$ cat config.mk
export PLATFORM = sky130hd
export DESIGN_NAME = irq_setpend_bank
export DESIGN_NICKNAME = d
export VERILOG_FILES = /design/src/rtl/irq_setpend_pkg.sv /design/src/rtl/isp_addr_dec.sv /design/src/rtl/isp_access_mask.sv /design/src/rtl/isp_pend_latch.sv /design/src/rtl/irq_setpend_bank.sv
export SDC_FILE = /design/constraint.sdc
export NUM_CORES = 1
export LEC_CHECK = 0
export ABC_AREA = 1
export BUFFER_PORTS_ARGS = -buffer_cell sky130_fd_sc_hd__buf_4
export CAP_MARGIN = 10
export CORE_AREA = 2 2 381 383
export CTS_CLUSTER_DIAMETER = 30
export DETAILED_ROUTE_END_ITERATION = 6
export DIE_AREA = 0 0 383 385
export SLEW_MARGIN = 20
export SYNTH_ARGS = -nofsm -noshare
export SYNTH_HDL_FRONTEND = slang
export SYNTH_SLANG_ARGS = --single-unit
$ cat constraint.sdc
create_clock -name clk -period 1.7 [get_ports clk]
set_clock_uncertainty 0.15 [all_clocks]
set_input_delay 0 -clock clk [delete_from_list [all_inputs] [get_ports clk]]
set_output_delay 0 -clock clk [all_outputs]
set_load 0.005 [all_outputs]
$ cat src/rtl/irq_setpend_pkg.sv
package irq_setpend_pkg;
  localparam int unsigned REG_W     = 32;
  localparam int unsigned IDX_MAX_W = 8;

  typedef struct packed {
    logic                 hit;
    logic                 rd;
    logic                 wr;
    logic [IDX_MAX_W-1:0] idx;
  } bus_dec_t;
endpackage

$ cat src/rtl/isp_addr_dec.sv
module isp_addr_dec
  import irq_setpend_pkg::*;
#(
  parameter int unsigned ADDR_W    = 16,
  parameter logic [15:0] BASE_ADDR = 16'h1600,
  parameter int unsigned NUM_REGS  = 4
) (
  input  logic              req_valid,
  input  logic              req_write,
  input  logic [ADDR_W-1:0] req_addr,
  output bus_dec_t          dec
);
  localparam logic [ADDR_W-1:0] BASE = ADDR_W'(BASE_ADDR);
  localparam logic [ADDR_W-1:0] SPAN = ADDR_W'(4 * NUM_REGS);

  logic [ADDR_W-1:0] off;
  logic              in_win;

  always_comb begin
    off     = req_addr - BASE;
    in_win  = (req_addr >= BASE) && (off < SPAN) && (off[1:0] == 2'b00);
    dec.hit = req_valid && in_win;
    dec.rd  = req_valid && !req_write;
    dec.wr  = req_valid && req_write && in_win;
    dec.idx = IDX_MAX_W'(off >> 2);
  end
endmodule

$ cat src/rtl/isp_access_mask.sv
module isp_access_mask #(
  parameter int unsigned NUM_REGS = 4,
  parameter int unsigned RNG_W    = 2,
  localparam int unsigned NIRQ    = NUM_REGS * 32
) (
  input  logic             ext_en,
  input  logic [RNG_W-1:0] range_cfg,
  input  logic             sec_disable,
  input  logic             req_nonsec,
  input  logic [NIRQ-1:0]  secure_mask,
  input  logic [NIRQ-1:0]  impl_mask,
  output logic [NIRQ-1:0]  impl_eff,
  output logic [NIRQ-1:0]  acc_ok
);
  logic sec_block;
  assign sec_block = req_nonsec && !sec_disable;

  for (genvar r = 0; r < NUM_REGS; r++) begin : g_reg
    logic reg_on;
    assign reg_on = ext_en && ({1'b0, range_cfg} >= (RNG_W+1)'(r));
    for (genvar b = 0; b < 32; b++) begin : g_bit
      localparam int unsigned I = r * 32 + b;
      assign impl_eff[I] = reg_on && impl_mask[I];
      assign acc_ok[I]   = impl_eff[I] && !(sec_block && secure_mask[I]);
    end
  end
endmodule

$ cat src/rtl/isp_pend_latch.sv
module isp_pend_latch #(
  parameter int unsigned NIRQ = 128
) (
  input  logic            clk,
  input  logic            rst_n,
  input  logic [NIRQ-1:0] set_vec,
  input  logic [NIRQ-1:0] clr_vec,
  input  logic [NIRQ-1:0] level,
  output logic [NIRQ-1:0] view
);
  logic [NIRQ-1:0] lat_q;
  logic [NIRQ-1:0] lat_d;
  logic            lat_en;

  always_comb begin
    lat_en = |(set_vec | clr_vec);
    lat_d  = (lat_q & ~clr_vec) | set_vec;
  end

  always_ff @(posedge clk or negedge rst_n) begin
    if (!rst_n)      lat_q <= '0;
    else if (lat_en) lat_q <= lat_d;
  end

  assign view = lat_q | level;

  // a set latch only drops after a clear request
  assert_latch_sticky_R4: assert property (@(posedge clk) disable iff (!rst_n)
    (($past(lat_q) & ~$past(clr_vec) & ~lat_q) == '0));
  // a latch only rises where a set was requested
  assert_rise_needs_set_R2: assert property (@(posedge clk) disable iff (!rst_n)
    ((~$past(lat_q) & lat_q & ~$past(set_vec)) == '0));
  // set wins over a clear in the same cycle
  assert_set_wins_R5: assert property (@(posedge clk) disable iff (!rst_n)
    ((($past(set_vec) & $past(clr_vec)) & ~lat_q) == '0));
endmodule

$ cat src/rtl/irq_setpend_bank.sv
module irq_setpend_bank
  import irq_setpend_pkg::*;
#(
  parameter int unsigned NUM_REGS  = 4,
  parameter int unsigned ADDR_W    = 16,
  parameter logic [15:0] BASE_ADDR = 16'h1600,
  localparam int unsigned NIRQ     = NUM_REGS * 32,
  localparam int unsigned RNG_W    = (NUM_REGS > 1) ? $clog2(NUM_REGS) : 1
) (
  input  logic              clk,
  input  logic              rst_n,
  input  logic              ext_en,
  input  logic [RNG_W-1:0]  range_cfg,
  input  logic              sec_disable,
  input  logic [NIRQ-1:0]   secure_mask,
  input  logic [NIRQ-1:0]   impl_mask,
  input  logic              req_valid,
  input  logic              req_write,
  input  logic [ADDR_W-1:0] req_addr,
  input  logic [31:0]       req_wdata,
  input  logic              req_nonsec,
  output logic [31:0]       rd_data,
  input  logic [NIRQ-1:0]   irq_level,
  input  logic [NIRQ-1:0]   pend_clr,
  input  logic [NIRQ-1:0]   active_in,
  output logic [NIRQ-1:0]   pend_out,
  output logic [NIRQ-1:0]   act_pend_out
);
  bus_dec_t        dec;
  logic [NIRQ-1:0] impl_eff;
  logic [NIRQ-1:0] acc_ok;
  logic [NIRQ-1:0] set_vec;
  logic [NIRQ-1:0] view;
  logic [31:0]     rd_next;
  logic            rd_en;

  isp_addr_dec #(.ADDR_W(ADDR_W), .BASE_ADDR(BASE_ADDR), .NUM_REGS(NUM_REGS)) u_dec (
    .req_valid(req_valid), .req_write(req_write), .req_addr(req_addr), .dec(dec)
  );

  isp_access_mask #(.NUM_REGS(NUM_REGS), .RNG_W(RNG_W)) u_mask (
    .ext_en(ext_en), .range_cfg(range_cfg), .sec_disable(sec_disable),
    .req_nonsec(req_nonsec), .secure_mask(secure_mask), .impl_mask(impl_mask),
    .impl_eff(impl_eff), .acc_ok(acc_ok)
  );

  for (genvar r = 0; r < NUM_REGS; r++) begin : g_set
    logic sel;
    assign sel = dec.wr && (dec.idx == IDX_MAX_W'(r));
    assign set_vec[r*32 +: 32] = sel ? (req_wdata & acc_ok[r*32 +: 32]) : '0;
  end

  isp_pend_latch #(.NIRQ(NIRQ)) u_lat (
    .clk(clk), .rst_n(rst_n), .set_vec(set_vec), .clr_vec(pend_clr),
    .level(irq_level), .view(view)
  );

  always_comb begin
    rd_en   = dec.rd;
    rd_next = '0;
    for (int r = 0; r < NUM_REGS; r++) begin
      if (dec.hit && (dec.idx == IDX_MAX_W'(r)))
        rd_next = view[r*32 +: 32] & acc_ok[r*32 +: 32];
    end
  end

  always_ff @(posedge clk or negedge rst_n) begin
    if (!rst_n)     rd_data <= '0;
    else if (rd_en) rd_data <= rd_next;
  end

  assign pend_out     = view & impl_eff;
  assign act_pend_out = pend_out & active_in;

  // non-secure writes never reach secure bits while enforcement is on
  assert_ns_no_secure_set_R8: assert property (@(posedge clk) disable iff (!rst_n)
    (req_nonsec && !sec_disable) |-> ((set_vec & secure_mask) == '0));
  // unimplemented interrupts are never set
  assert_unimpl_no_set_R7: assert property (@(posedge clk) disable iff (!rst_n)
    ((set_vec & ~impl_mask) == '0));
  // a read outside the window returns zero
  assert_miss_reads_zero_R1: assert property (@(posedge clk) disable iff (!rst_n)
    (req_valid && !req_write && !dec.hit) |=> (rd_data == '0));
  // read data holds between read requests
  assert_rd_hold_R3: assert property (@(posedge clk) disable iff (!rst_n)
    !(req_valid && !req_write) |=> $stable(rd_data));
  // pending output stays within implemented interrupts
  assert_pend_impl_R10: assert property (@(posedge clk) disable iff (!rst_n)
    ((pend_out & ~impl_mask) == '0));
endmodule

== Word level (Yosys, flattened, before mapping) ==
Cells that the tools add are included.
Storage, ports and cells
  register bits after elaboration: 160
  output and inout bits: 288
  word-level logic and storage cells: 569
Operators by class
  $add $sub $neg: 1
  magnitude comparators: 5
  eq/ne operators: 3
  muxes and demuxes: 8
  bitwise logic cells: 15
  reductions and logical operators: 535
Operators by type and width (count)
  logical AND 1 bit: 402
  AND 128 bit: 3
  OR 128 bit: 3
  AND 32 bit: 8
  two-way mux 32 bit: 8
  zero test 1 bit: 130
  NOT 128 bit: 1
  OR reduction 128 bit: 1
  == test 8 x 2 -> 1 bit, second input constant: 2
  greater-or-equal comparator 16 x 13 -> 1 bit, second input constant: 1
  less-than comparator 16 x 5 -> 1 bit, second input constant: 1
  subtractor 16 x 13 -> 16 bit, second input constant: 1
  == test 8 x 1 -> 1 bit, second input constant: 1
  zero test 8 bit: 1
  greater-or-equal comparator 2 bit, second input constant: 2
  greater-or-equal comparator 2 x 1 -> 1 bit, second input constant: 1
  zero test 2 bit: 1

== Depth between registers and ports, before layout ==
  depth in word-level cells: 10
  mapped depth: 14

== Cells and area by module ==
A second synthesis with hierarchy kept.
Second synthesis, totals
  cell total of the unflattened synthesis: 2822
  area total of the unflattened synthesis: 15145.8 sq um
By module, submodules not included
  irq_setpend_bank: times used 1, cells an instance 1325, area an instance 6130.9 sq um, seq. area each 800.8 sq um
  isp_pend_latch: times used 1, cells an instance 768, area an instance 5925.7 sq um, seq. area each 3203.1 sq um
  isp_access_mask: times used 1, cells an instance 686, area an instance 2882.8 sq um, seq. area each 0.0 sq um
  isp_addr_dec: times used 1, cells an instance 43, area an instance 206.4 sq um, seq. area each 0.0 sq um

== Worst setup path after synthesis ==
Ideal clock, no wire load.
  path kind: input-to-reg
  start: input req_addr[9]
  end: register rd_data[31]
  data arrival time: 1.472 ns
  required time: 1.434 ns
  slack: -0.039 ns
  stages on the path: 14
  buffers on the path: 1
  cells stage by stage: ha_1 -> inv_1 -> nand2_1 -> nor2_1 -> nand3_4 -> nor2_8 -> nand3_4 -> inv_2 -> buf_6 -> o21ai_1 -> nand2_1 -> nand2_1 -> nand2_1 -> nand2_1
Between the ends
  cells in the longest elaborated chain, start to end: 10
RTL lines
  start: declaration: RTL line irq_setpend_bank.sv:19  | input logic [ADDR_W-1:0] req_addr,
  subtractor 16 x 13 -> 16 bit: RTL line isp_addr_dec.sv:20  | off = req_addr - BASE;
  less-than comparator 16 x 5 -> 1 bit: RTL line isp_addr_dec.sv:21  | in_win = (req_addr >= BASE) && (off < SPAN) && (off[1:0] == 2'b00);
  logical AND 1 bit (2 in series): RTL line isp_addr_dec.sv:21
  logical AND 1 bit: RTL line isp_addr_dec.sv:22  | dec.hit = req_valid && in_win;
  logical AND 1 bit: RTL line irq_setpend_bank.sv:62  | if (dec.hit && (dec.idx == IDX_MAX_W'(r)))
  two-way mux 32 bit (3 in series): RTL line irq_setpend_bank.sv:62
  two-way mux 32 bit (*): RTL line irq_setpend_bank.sv:62
  end signal: assignment: RTL line irq_setpend_bank.sv:69  | else if (rd_en) rd_data <= rd_next;
  end: declaration: RTL line irq_setpend_bank.sv:22  | output logic [31:0] rd_data,
Mark *: on every way between the ends. The rest lies on a longest branch, timed or not.
A chain may end at the register's enable or synchronous reset.

== Worst setup path in the final report ==
  start: register u_lat.lat_q[74]
  end: output act_pend_out[74]
Between the ends
  cells in the longest elaborated chain, start to end: 3
RTL lines
  start: declaration: RTL line isp_pend_latch.sv:11  | logic [NIRQ-1:0] lat_q;
  start signal: assignment: RTL line isp_pend_latch.sv:22  | else if (lat_en) lat_q <= lat_d;
  OR 128 bit: RTL line isp_pend_latch.sv:25  | assign view = lat_q | level;
  AND 128 bit: RTL line irq_setpend_bank.sv:72  | assign pend_out = view & impl_eff;
  AND 128 bit: RTL line irq_setpend_bank.sv:73  | assign act_pend_out = pend_out & active_in;
  end: declaration: RTL line irq_setpend_bank.sv:27  | output logic [NIRQ-1:0] act_pend_out
Every way passes these cells.

==> impl.org <==
** Timing
- For the final routed database, the setup TNS stands at -0.6709 ns.
- Total setup violations reported at the end of the flow :: 19
- Slew HR :: 58.89%
- Final Hold Vio Count :: 0
- Minimum period implied by the final worst setup slack :: 1.797 ns
- Crit path setup slack, layout :: -0.09719 ns
- Actual slew at the worst max-slew pin :: 0.6119 ns
- Setup repair after global routing could not meet its margin everywhere.
- Max-slew violation count :: 0
- Derived from the worst setup path, the maximum achievable clock frequency is 556.4 MHz.
- Share of the cycle needed by the critical path after routing :: 105.7%

** Yosys
- By area the synthesized netlist is led by sky130_fd_sc_hd__dfrtp_1 32%, sky130_fd_sc_hd__nand2_1 14%, sky130_fd_sc_hd__nor2_1 13%.
- Async set or reset register ratio after synthesis :: 100.0%
- The average instance in the mapped netlist occupies 6.029 µm².
- Seq cells post-synth :: 160
- Synthesized netlist cell count :: 2,084
- EDFF count, synth :: 0
- Summed over all instances, the cell type with the most area after synthesis is sky130_fd_sc_hd__dfrtp_1.
- Sequential cells were found to cover 31.87% of the synthesized design area.
- Portion of synthesized cell area occupied by the leading cell type :: 31.87%
- Number of unique standard cell types used by synthesis :: 42
- Summing every instance area after synthesis gives 12,560 µm².
- Net count after synthesis :: 2,782
- For this run, the number of Yosys warnings is 0.
- Among all flip-flop cells after synthesis, the most frequent one is sky130_fd_sc_hd__dfrtp_1.

** Floorplan
- Overall die area :: 147,500 µm²
- Overall die height :: 385 µm
- IO Count :: 985
- The floorplan step set the die width to 383 µm.
- Core area :: 143,100 µm²
- The initial utilization of the core area, before any placement, comes to 8.778%.
- After floorplanning, the core was divided into 139 placement rows.

** Global route
- Vias in the first global route :: 23,750
- Summed over all layers, the global routing overflow is 0.
- Global-route wire length before repair :: 207.0 mm
- Number of antenna violations at the first check in global routing :: 50
- Pin count of the biggest net entering global routing :: 39
- Global routing used 21.11% of the available tracks across all layers.

** Drt
- Residual antenna-violating net count after detailed routing :: 0
- Total Wirelength :: 163.6 mm
- The routed layout has 23,467 vias.
- Before antenna repair, the detailed router went through 5 iterations.
- In the final routed layout, each cell accounts on average for 26.99 µm.
- In the routed design, unresolved DRC markers number 0.
- Dividing the detail-routed via count by the number of cells gives 3.870.
- Violation count after the first detailed-routing iteration :: 1,680

** Place
- Placed Instance Area :: 26,120 µm²
- Buffers placed on the I/O ports in this run total 984.
- Post-detail-place hpwl :: 135.2 mm
- Routability-driven placement finished with a final weighted congestion of 0.9700.

** Final layout
- For this run, the post-layout net count is 4,822.
- Relative to the synthesized area, the layout overhead comes to 178.6%.
- Counting the fill cells in the layout gives 15,829.
- In the final layout, flip-flops and latches occupy 4010 µm².
- The post-route netlist has 46.05% of its cells at a drive strength greater than 1.
- Highest-count cells in the layout ignoring fill and taps :: 1,352 x sky130_fd_sc_hd__buf_4, 566 x sky130_fd_sc_hd__dlygate4sd3_1, 437 x sky130_fd_sc_hd__nand2_1
- Cells fill 24.45% of the core in the end.
- Summing all non-filler instances in the final layout gives an area of 35,000 µm².
- The library cell used most frequently in the layout, excluding fill and tap cells, is sky130_fd_sc_hd__buf_4.
- In the final layout, the multi-input gates occupy 8080 µm².

** Power and ir drop
- Internal power component :: 9105 µW
- Per report_power, the sequential group accounts for 27.3% of the total.
- Clock share of power :: 31.4%
- Net switching is 36.41% of the power.
- Across the VDD grid, the largest voltage drop is 0.6176 mV.
- Leakage Power :: 0.01728 µW
- Pwr dens :: 409.1 nW/µm²
- Combinational cells account for 41.3% of the total power.
- Summed over all nets, the switching power comes to 5213 µW.

** Clock network
- The clock passes through at most 2 buffers.
- Clock net sink count :: 160
- CTS tree :: built
- For the worst-skew pair, the clock arrives at the later sink with an insertion delay of 0.56 ns.
- In this run the clock root is driven by a sky130_fd_sc_hd__clkbuf_16.
- Clock tree synthesis inserted a total of 17 buffers.
- Clock edge transition at the registers on the reported setup and hold paths :: 0.08 ns
- The clock tree synthesis step divided the H-tree into 4 levels.

** Setup path
- The worst setup path is launched from a flip-flop.
- STA puts the critical path data arrival time at 1.65 ns.
- At the worst endpoint, the required time is 1.55 ns.
- The critical path is of the reg -> out type.
- Worst Setup End Kind :: output port
- Critical path peak fanout :: 2

** Hold path
- The path class of the tightest hold or removal check is in -> reg.

** Flow run
- The tool flagged a number of max-cap violations equal to 0.

** Outcome
- The run finished, with violations left.
- Violated checks :: negative setup slack
-- stage by stage --
step	hold WS, ns	cells	worst slack [ns]	total power [µW]
after floorplan	-0.4456	2084	0.01988	4834
after global placement	-0.1662	5377	-0.6253	8257
after detailed placement	-0.1685	5377	-0.5786	8248
after CTS	0.0003474	6014	-0.1440	14360
after global routing	0.02105	6054	-0.1260	14920
final	0.01017	6064	-0.09719	14320
-- cell type report --
type	instances	share of cell area, %
well taps	1903	6.803
repair buffers	2089	52.52
flip-flops and latches	160	11.46
inverters	385	4.325
diodes	24	0.1716
clock buffers	19	1.265
multi-input cells	1471	23.09
clock inverters	13	0.3718
-- logic make-up (layout without fill, tap and decap cells) --
family | after synthesis | in the layout | synth area share [%]
compound gates | 199 | 199 | 8.455
xor+xnor | 3 | 3 | 0.2092
buf+inv | 453 | 2506 | 14.38
simple gates | 1268 | 1268 | 44.99
fa+ha+maj | 1 | 1 | 0.09957
flops | 160 | 160 | 31.87
other cells | 0 | 24 | 0
-- state kept, by name (all words and copies together) (netlist names) --
name,count
rd_data,32
u_lat.lat_q,128
-- repair_timing --
item                                    CTS  global route
gates cloned                              4             2
pin swaps                               114            93
hold endpoints to repair                320            20
hold buffers                            567             6
endpoints found under the setup margin  179           190
setup buffers                            88            53
resized for setup                       342           205
-- power groups by stage --
stage / Combinational [µW] / Clock, µW / Sequential, µW
2_1_floorplan: 855 / 0 / 3980
3_3_place_gp: 4270 / 0 / 3990
3_5_place_dp: 4260 / 0 / 3980
4_1_cts: 5750 / 4700 / 3910
5_1_grt: 6210 / 4800 / 3920
6_report: 5910 / 4500 / 3910
-- Yosys cell counts (8+ instances only) --
master and instances:
sky130_fd_sc_hd__buf_6 8, sky130_fd_sc_hd__buf_4 8, sky130_fd_sc_hd__o22ai_1 9, sky130_fd_sc_hd__and2_1 26, sky130_fd_sc_hd__dfrtp_1 160, sky130_fd_sc_hd__nor3_1 65, sky130_fd_sc_hd__o21ai_0 128, sky130_fd_sc_hd__inv_1 373
sky130_fd_sc_hd__buf_2 12, sky130_fd_sc_hd__a21oi_1 34, sky130_fd_sc_hd__nand2_1 452, sky130_fd_sc_hd__inv_2 11, sky130_fd_sc_hd__nand4_1 66, sky130_fd_sc_hd__o21ai_1 11, sky130_fd_sc_hd__buf_1 8, sky130_fd_sc_hd__nand3_1 131
sky130_fd_sc_hd__clkbuf_1 32, sky130_fd_sc_hd__nor2_1 438, sky130_fd_sc_hd__nor3b_1 53
-- critical path, cell delays in order, from the launching register on --
cell	delay, ns
sky130_fd_sc_hd__dfrtp_1	0.38
sky130_fd_sc_hd__nor2_2	0.06
sky130_fd_sc_hd__nor3_4	0.29
sky130_fd_sc_hd__buf_6	0.15
sky130_fd_sc_hd__and2_4	0.13
sky130_fd_sc_hd__buf_6	0.09
-- worst paths after layout --
check,start,endpoint,slack (ns),cells after the start
setup / recovery,u_lat.lat_q[74],act_pend_out[74],-0.1,5
setup reg to reg,u_lat.lat_q[45],rd_data[13],0.03,7
max in group asynchronous,rst_n,u_lat.lat_q[126],0.22,4
hold / removal,irq_level[73],rd_data[9],0.01,6
min in group asynchronous,rst_n,u_lat.lat_q[108],0.35,3
hold reg to reg,u_lat.lat_q[84],u_lat.lat_q[84],0.34,2
-- per-layer routing --
layer	share of wire, %	GRT usage (%)
met4	4.0	7.495
met5	0.12	0
met3	6.4	4.300
met2	45	33.86
met1	44	27.90
(Power assumes the default switching activity.)
